===== config.mk =====
export PLATFORM = sky130hd
export DESIGN_NAME = bus_cycle_seq
export DESIGN_NICKNAME = d
export VERILOG_FILES = /design/src/rtl/bus_cycle_pkg.sv /design/src/rtl/bus_cycle_ctrl.sv /design/src/rtl/bus_cycle_dp.sv /design/src/rtl/bus_cycle_seq.sv
export SDC_FILE = /design/constraint.sdc
export NUM_CORES = 1
export LEC_CHECK = 0
export BUFFER_PORTS_ARGS = -buffer_cell sky130_fd_sc_hd__buf_2
export CAP_MARGIN = 20
export CORE_AREA = 2 2 62 64
export CTS_BUF_LIST = sky130_fd_sc_hd__clkbuf_8
export DETAILED_ROUTE_END_ITERATION = 7
export DIE_AREA = 0 0 64 66
export HOLD_SLACK_MARGIN = 0.12
export PLACE_DENSITY = 0.79
export SKIP_LAST_GASP = 1
export SLEW_MARGIN = 20
export SYNTH_ARGS = -nofsm -noshare
export SYNTH_HDL_FRONTEND = slang
export SYNTH_SLANG_ARGS = --single-unit

===== constraint.sdc =====
create_clock -name clk -period 2.2 [get_ports clk]
set_input_delay 0.44 -clock clk [delete_from_list [all_inputs] [get_ports clk]]
set_output_delay 0.44 -clock clk [all_outputs]
set_load 0.02 [all_outputs]

===== src/rtl/bus_cycle_pkg.sv =====
package bus_cycle_pkg;

  typedef enum logic [2:0] {
    ST_IDLE,
    ST_T1,
    ST_T2,
    ST_TIO,
    ST_TW,
    ST_T3
  } tState_e;

  // control -> datapath strobes
  typedef struct packed {
    logic load;     // accept request: latch address and data
    logic doutEn;   // write cycle in progress
    logic finish;   // final T-state ends at next rising edge
    logic capRead;  // final T-state of a read cycle
  } dpStrb_t;

endpackage


===== src/rtl/bus_cycle_ctrl.sv =====
module bus_cycle_ctrl
  import bus_cycle_pkg::*;
(
  input  logic       clk,
  input  logic       rstN,
  input  logic       reqValid,
  input  logic [1:0] reqType,
  input  logic       waitN,
  output dpStrb_t    strb,
  output logic       memSelN,
  output logic       ioSelN,
  output logic       rdN,
  output logic       wrN
);

  tState_e state, stateNext;
  logic    isIo, isWr;
  logic    busy, accept;

  assign busy   = (state != ST_IDLE);
  assign accept = (state == ST_IDLE) && reqValid;

  always_comb begin
    stateNext = state;
    unique case (state)
      ST_IDLE: if (reqValid) stateNext = ST_T1;
      ST_T1:   stateNext = ST_T2;
      ST_T2:   stateNext = isIo ? ST_TIO : (waitN ? ST_T3 : ST_TW);
      ST_TIO:  stateNext = waitN ? ST_T3 : ST_TW;
      ST_TW:   stateNext = waitN ? ST_T3 : ST_TW;
      ST_T3:   stateNext = ST_IDLE;
      default: stateNext = ST_IDLE;
    endcase
  end

  // rising edge: T-state progression
  always_ff @(posedge clk or negedge rstN) begin
    if (!rstN) begin
      state <= ST_IDLE;
      isIo  <= 1'b0;
      isWr  <= 1'b0;
    end else begin
      state <= stateNext;
      if (accept) begin
        isIo <= reqType[1];
        isWr <= reqType[0];
      end
    end
  end

  // falling edge: strobe updates, half a T-state after the state change
  always_ff @(negedge clk or negedge rstN) begin
    if (!rstN) begin
      memSelN <= 1'b1;
      ioSelN  <= 1'b1;
      rdN     <= 1'b1;
      wrN     <= 1'b1;
    end else begin
      memSelN <= ~(busy && !isIo);
      ioSelN  <= ~(busy && isIo);
      rdN     <= ~(busy && !isWr);
      wrN     <= ~(isWr && (state inside {ST_T2, ST_TIO, ST_TW}));
    end
  end

  assign strb.load    = accept;
  assign strb.doutEn  = busy && isWr;
  assign strb.finish  = (state == ST_T3);
  assign strb.capRead = (state == ST_T3) && !isWr;

  // one target select at a time
  p_one_select_r2: assert property (@(posedge clk) disable iff (!rstN)
    $onehot0({~memSelN, ~ioSelN}));

  // read and write strobes exclusive
  p_rd_wr_excl_r7: assert property (@(posedge clk) disable iff (!rstN)
    !(!rdN && !wrN));

  // port cycles always pass through the automatic wait state
  p_io_auto_wait_r4: assert property (@(posedge clk) disable iff (!rstN)
    (state == ST_T2 && isIo) |=> (state == ST_TIO));

  // no acceptance while a cycle runs
  p_busy_ignore_r10: assert property (@(posedge clk) disable iff (!rstN)
    (state == ST_T1) |=> (state == ST_T2));

endmodule


===== src/rtl/bus_cycle_dp.sv =====
module bus_cycle_dp
  import bus_cycle_pkg::*;
#(
  parameter int ADDR_W = 16,
  parameter int DATA_W = 8
) (
  input  logic              clk,
  input  logic              rstN,
  input  dpStrb_t           strb,
  input  logic [ADDR_W-1:0] reqAddr,
  input  logic [DATA_W-1:0] reqWdata,
  input  logic [DATA_W-1:0] busDin,
  input  logic              wrN,
  output logic [ADDR_W-1:0] busAddr,
  output logic [DATA_W-1:0] busDout,
  output logic              busDoutEn,
  output logic [DATA_W-1:0] rspRdata,
  output logic              rspDone
);

  always_ff @(posedge clk or negedge rstN) begin
    if (!rstN) begin
      busAddr  <= '0;
      busDout  <= '0;
      rspRdata <= '0;
      rspDone  <= 1'b0;
    end else begin
      rspDone <= strb.finish;
      if (strb.load) begin
        busAddr <= reqAddr;
        busDout <= reqWdata;
      end
      if (strb.capRead) rspRdata <= busDin;
    end
  end

  assign busDoutEn = strb.doutEn;

  // address and data hold while the write strobe is low
  p_wr_hold_r7: assert property (@(posedge clk) disable iff (!rstN)
    !wrN |=> ($stable(busAddr) && $stable(busDout)));

  // data is driven whenever the write strobe is low
  p_dout_en_r8: assert property (@(posedge clk) disable iff (!rstN)
    !wrN |-> busDoutEn);

  // done is a single-period pulse
  p_done_pulse_r9: assert property (@(posedge clk) disable iff (!rstN)
    rspDone |=> !rspDone);

endmodule


===== src/rtl/bus_cycle_seq.sv =====
module bus_cycle_seq
  import bus_cycle_pkg::*;
#(
  parameter int ADDR_W = 16,
  parameter int DATA_W = 8
) (
  input  logic              clk,
  input  logic              rstN,
  input  logic              reqValid,
  input  logic [1:0]        reqType,
  input  logic [ADDR_W-1:0] reqAddr,
  input  logic [DATA_W-1:0] reqWdata,
  output logic [DATA_W-1:0] rspRdata,
  output logic              rspDone,
  output logic [ADDR_W-1:0] busAddr,
  output logic [DATA_W-1:0] busDout,
  output logic              busDoutEn,
  input  logic [DATA_W-1:0] busDin,
  output logic              memSelN,
  output logic              ioSelN,
  output logic              rdN,
  output logic              wrN,
  input  logic              waitN
);

  dpStrb_t strb;

  bus_cycle_ctrl u_ctrl (
    .clk      (clk),
    .rstN     (rstN),
    .reqValid (reqValid),
    .reqType  (reqType),
    .waitN    (waitN),
    .strb     (strb),
    .memSelN  (memSelN),
    .ioSelN   (ioSelN),
    .rdN      (rdN),
    .wrN      (wrN)
  );

  bus_cycle_dp #(.ADDR_W(ADDR_W), .DATA_W(DATA_W)) u_dp (
    .clk       (clk),
    .rstN      (rstN),
    .strb      (strb),
    .reqAddr   (reqAddr),
    .reqWdata  (reqWdata),
    .busDin    (busDin),
    .wrN       (wrN),
    .busAddr   (busAddr),
    .busDout   (busDout),
    .busDoutEn (busDoutEn),
    .rspRdata  (rspRdata),
    .rspDone   (rspDone)
  );

endmodule


### Word-level counts from Yosys, hierarchy flattened

Index checks and enable logic that the tools add are counted.

* input bits: 38
* register bits: 42
* output and inout port bits: 38
* word-level logic and storage cells: 38

* equality and inequality tests: 6
* multiplexer cells: 4
* reductions and logical operators: 13
* bitwise operators: 4

Operators by type and width (count)
* $pmux W3 S4: 1
* $logic_and A1 B1 Y1: 7
* $eq A3 B2 Y1 const B: 2
* $eq A3 B3 Y1 const B: 2
* $mux W3: 2
* $reduce_bool A3 Y1: 2
* $not A1 Y1: 4
* $eq A3 B1 Y1 const B: 1
* $logic_not A3 Y1: 1
* $logic_not A1 Y1: 2
* $ne A2 B2 Y1 const B: 1
* $reduce_or A2 Y1: 1
* $mux W1: 1

### Longest topological paths before layout

* depth after elaboration: 4
* gate-level depth with buffers: 4
* gate-level depth less buffers: 3

### By module

A second synthesis with hierarchy kept.

* cell total of the unflattened synthesis: 104
* area, all modules: 1725.4 µm²

By module, submodules not included
* bus_cycle_dp: area each 1325.0 µm², cells an instance 70, times used 1, sequential area each 825.8 µm²
* bus_cycle_ctrl: area each 400.4 µm², cells an instance 34, times used 1, sequential area each 230.2 µm²

==> results.md <==
- Worst Path Buf+Inv: 1
- Class of the worst hold path: in -> reg
- Slowest Stage Delay on Critical Path: about 0.52 ns
- Cell taking the most area after synthesis: dfrtp_1
- CTS max path bufs: 2
- Pins Over Slew Limit: 0
- Multiplexer area fraction after synthesis: 0.2442
- CP top delay family: flip-flops
- Final Cell Area: between 2000 and 2500 um^2
- Final-report setup violation count: 4
- Vias in the first global route: roughly 1200
- Hold Violations, Final: 0
- DIE WIDTH: ~64 um
- Worst EP arrival: 2.07 ns
- Slowest CP cell: dfstp_2
- Site Rows: 22
- Top-area cell type share of the netlist area: 0.5910
- Core area: around 3600 um^2
- Placer Congestion: ~0.73
- Hold path depth: 2
- Adder-cell area share of the yosys netlist: 0
- Synth Net Count: roughly 140
- Xor and xnor fraction of the mapped netlist area: 0
- GR Util met2: 0.2865
- Yosys warning total: 0
- Max-cap violation count: 0
- R2R depth: 4
- Synth Area in Simple Gates: 0.06998
- Post-synthesis cell area: 1609 um^2
- I/O pins: 76
- Worst Path Required: between 1.5 and 2 ns
- Critical Path Fanout Max: 1
- Sequential area share after synthesis: 0.6563
- H-tree depth: 2
- Initial Utilization: 0.4531
- Slew HR: 0.5397
- Dpl hpwl: between 2 and 2.5 mm
- Failing checks: setup timing
- GR Util met1: 0.1747
- Clock transition at path regs: approximately 0.08 ns
- Cell Area, Placed: about 2100 um^2
- Cells after Synth: 100
- Tot Pwr: around 0.0034 W
- DRT Pass-1 Iters: 3
- DR WL/cell: around 13 um
- P_leak: between 1 and 1.5 nW
- GRT met3 Usage: 0.05281
- Outcome: finished, violations left
- Hold Slack: 0.3679 ns
- Type of origin of the critical path: register
- Die ar.: 4224 um^2
- FF-to-FF setup slack: about 0.17 ns
- Post-DRT Antenna Nets: 0
- Clock Latency Late Sink: about 0.34 ns
- IO buf count: 75
- Critical path depth: 1
- Top cells by area, synth: dfrtp_1 (59%), mux2_2 (22%), dfstp_2 (6.5%)
- CP startpoint: u_ctrl.memSelN$_DFF_NN1_
- CTS buffer count: 5
- End point of the critical path: memSelN
- Register bit count reported by yosys: 42
- Setup Crit Path Kind: reg -> out
- Worst-margin pin slew: 0.6891 ns
- Via density: between 4 and 5
- Initial antenna violation count: 0
- Total number of vias: 1110
- Share of post-route cells with drive strength above 1: 0.6632
- Fin nets: approximately 230
- DIE HEIGHT: 66 um
- CTS tree: done
- Clock Skews: a little under 0.06 ns
- Crit Reg-Reg Endpoint: u_ctrl.wrN$_DFF_NN1_
- Combinational family with the most area after synthesis: multiplexers
- Setup slack at placement: around 0.0065 ns
- Cell Chain, Critical Path: buf_6
- First-pass GRT wire length: between 5 and 6 mm
- Synthesis-to-finish area growth: 36.08%
- Setup WS post-layout: -0.3120 ns
- Total Routing Usage GR: 0.1570
- RSZ-0062 raised after global routing: yes
- Root Driver: clkbuf_8
- Post-Route WL: just over 3 mm
- Initial DRC count: 31
- Busiest grt layer: met2
- Hold Path Origin: reqAddr[14]
- Largest net degree at the start of global routing: 35
- Synth Area in Compound Gates: 0.01011
- Maximum vdd ir drop: 0.7403 mV
- CP Capture Type: primary output
- PD cells: approximately 1600 nW/um^2
- Post-Syn Area per Cell: about 16 um^2
- Synth unique cells: 19
- DR DRC count: 0
- Number of diodes: 0
- Clock sinks: 42
- Grt ovf: 0
- R2R Path Start: u_ctrl.state[2]$_DFFE_PN0P_
## Yosys cell counts
library cell / instances
buf_2: 1
inv_1: 1
or2_2: 2
nand2_1: 1
buf_6: 2
and3b_1: 1
o22ai_1: 1
mux2i_1: 1
dfrtp_1: 38
nor2b_1: 3
dfstp_2: 4
nor3_1: 1
nor4bb_1: 1
mux2_1: 2
nor2_1: 3
nor4b_4: 1
o21ai_0: 2
mux2_2: 32
nand2b_1: 3
## worst min path at each step
stage,to
6_report,u_dp.busAddr[14]$_DFFE_PN0P_
5_1_grt,u_dp.busDout[4]$_DFFE_PN0P_
4_1_cts,u_dp.busAddr[14]$_DFFE_PN0P_
3_5_place_dp,u_dp.rspRdata[4]$_DFFE_PN0P_
3_3_place_gp,u_dp.rspRdata[6]$_DFFE_PN0P_
2_1_floorplan,u_ctrl.isIo$_DFFE_PN0P_
## sequential cells by signal, indices dropped and copies added, names as in the netlist
signal / cells
u_ctrl.isWr: 1
u_ctrl.wrN: 1
u_ctrl.rdN: 1
u_ctrl.isIo: 1
u_dp.rspRdata: 8
u_dp.busDout: 8
u_ctrl.ioSelN: 1
u_ctrl.memSelN: 1
u_dp.busAddr: 16
u_ctrl.state: 3
u_dp.rspDone: 1
## cell families after synthesis
family,Yosys count
AOI/OAI and AO/OA,3
buffers and inverters,4
DFF,42
muxes,35
and+or+nand+nor,16
## placed cells by master (no fill, tap or decap), types with 2 or more instances in the layout
cell type	netlist	layout
buf_2	1	71
dfrtp_1	38	38
mux2_2	32	32
inv_1	1	6
buf_4	0	6
clkbuf_8	0	5
buf_6	2	4
dfstp_2	4	4
nand2b_1	3	3
nor2b_1	3	3
nor2_1	3	3
or2_2	2	2
o21ai_0	2	2
mux2_1	2	2
## area by class of cell
class | count | area [um^2]
Fill cell | 299 | 1361
Sequential cell | 42 | 1056
Multi-Input combinational cell | 54 | 521.8
Timing Repair Buffer | 82 | 455.4
Clock buffer | 5 | 68.82
Tap cell | 48 | 60.06
Clock inverter | 7 | 27.53
## stage by stage
step,util,setup TNS [ns],cells
after CTS,0.6166,-1.226,238
final,0.6166,-1.203,238
after floorplan,-,0,100
after detailed placement,0.5807,0,226
after global routing,0.6166,-1.305,238
after global placement,0.5807,0,226
## routing by layer
layer / vias to the layer above / part of all wire
met4: 0 / 0.0096
li1: 523 / -
met5: - / 0
met3: 4 / 0.084
met2: 52 / 0.54
met1: 531 / 0.37
## repair_timing
action / CTS / global route
setup endpoints to repair: 4 / 4
resized for setup: 8 / 0
hold buffers: 1 / 0
pin swaps: 0 / 0
endpoints found under the hold margin: 4 / 0
buffers inserted: 0 / 0
## power breakdown
| group | internal [W] | switching, W |
|---|---|---|
| sequential | 0.00118 | 0.000193 |
| combinational | 0.000724 | 0.000845 |
| clock | 0.000223 | 0.000247 |
| total | 0.00212 | 0.00128 |
## worst register-to-register path, delay by kind of cell (launching register included)
kind	cells	cell delay [ns]
flip-flops	1	0.41
AND/OR/NAND/NOR	2	0.25
buffers and inverters	1	0.16
AO/OA/AOI/OAI	1	0.09
(Power assumes the default switching activity.)
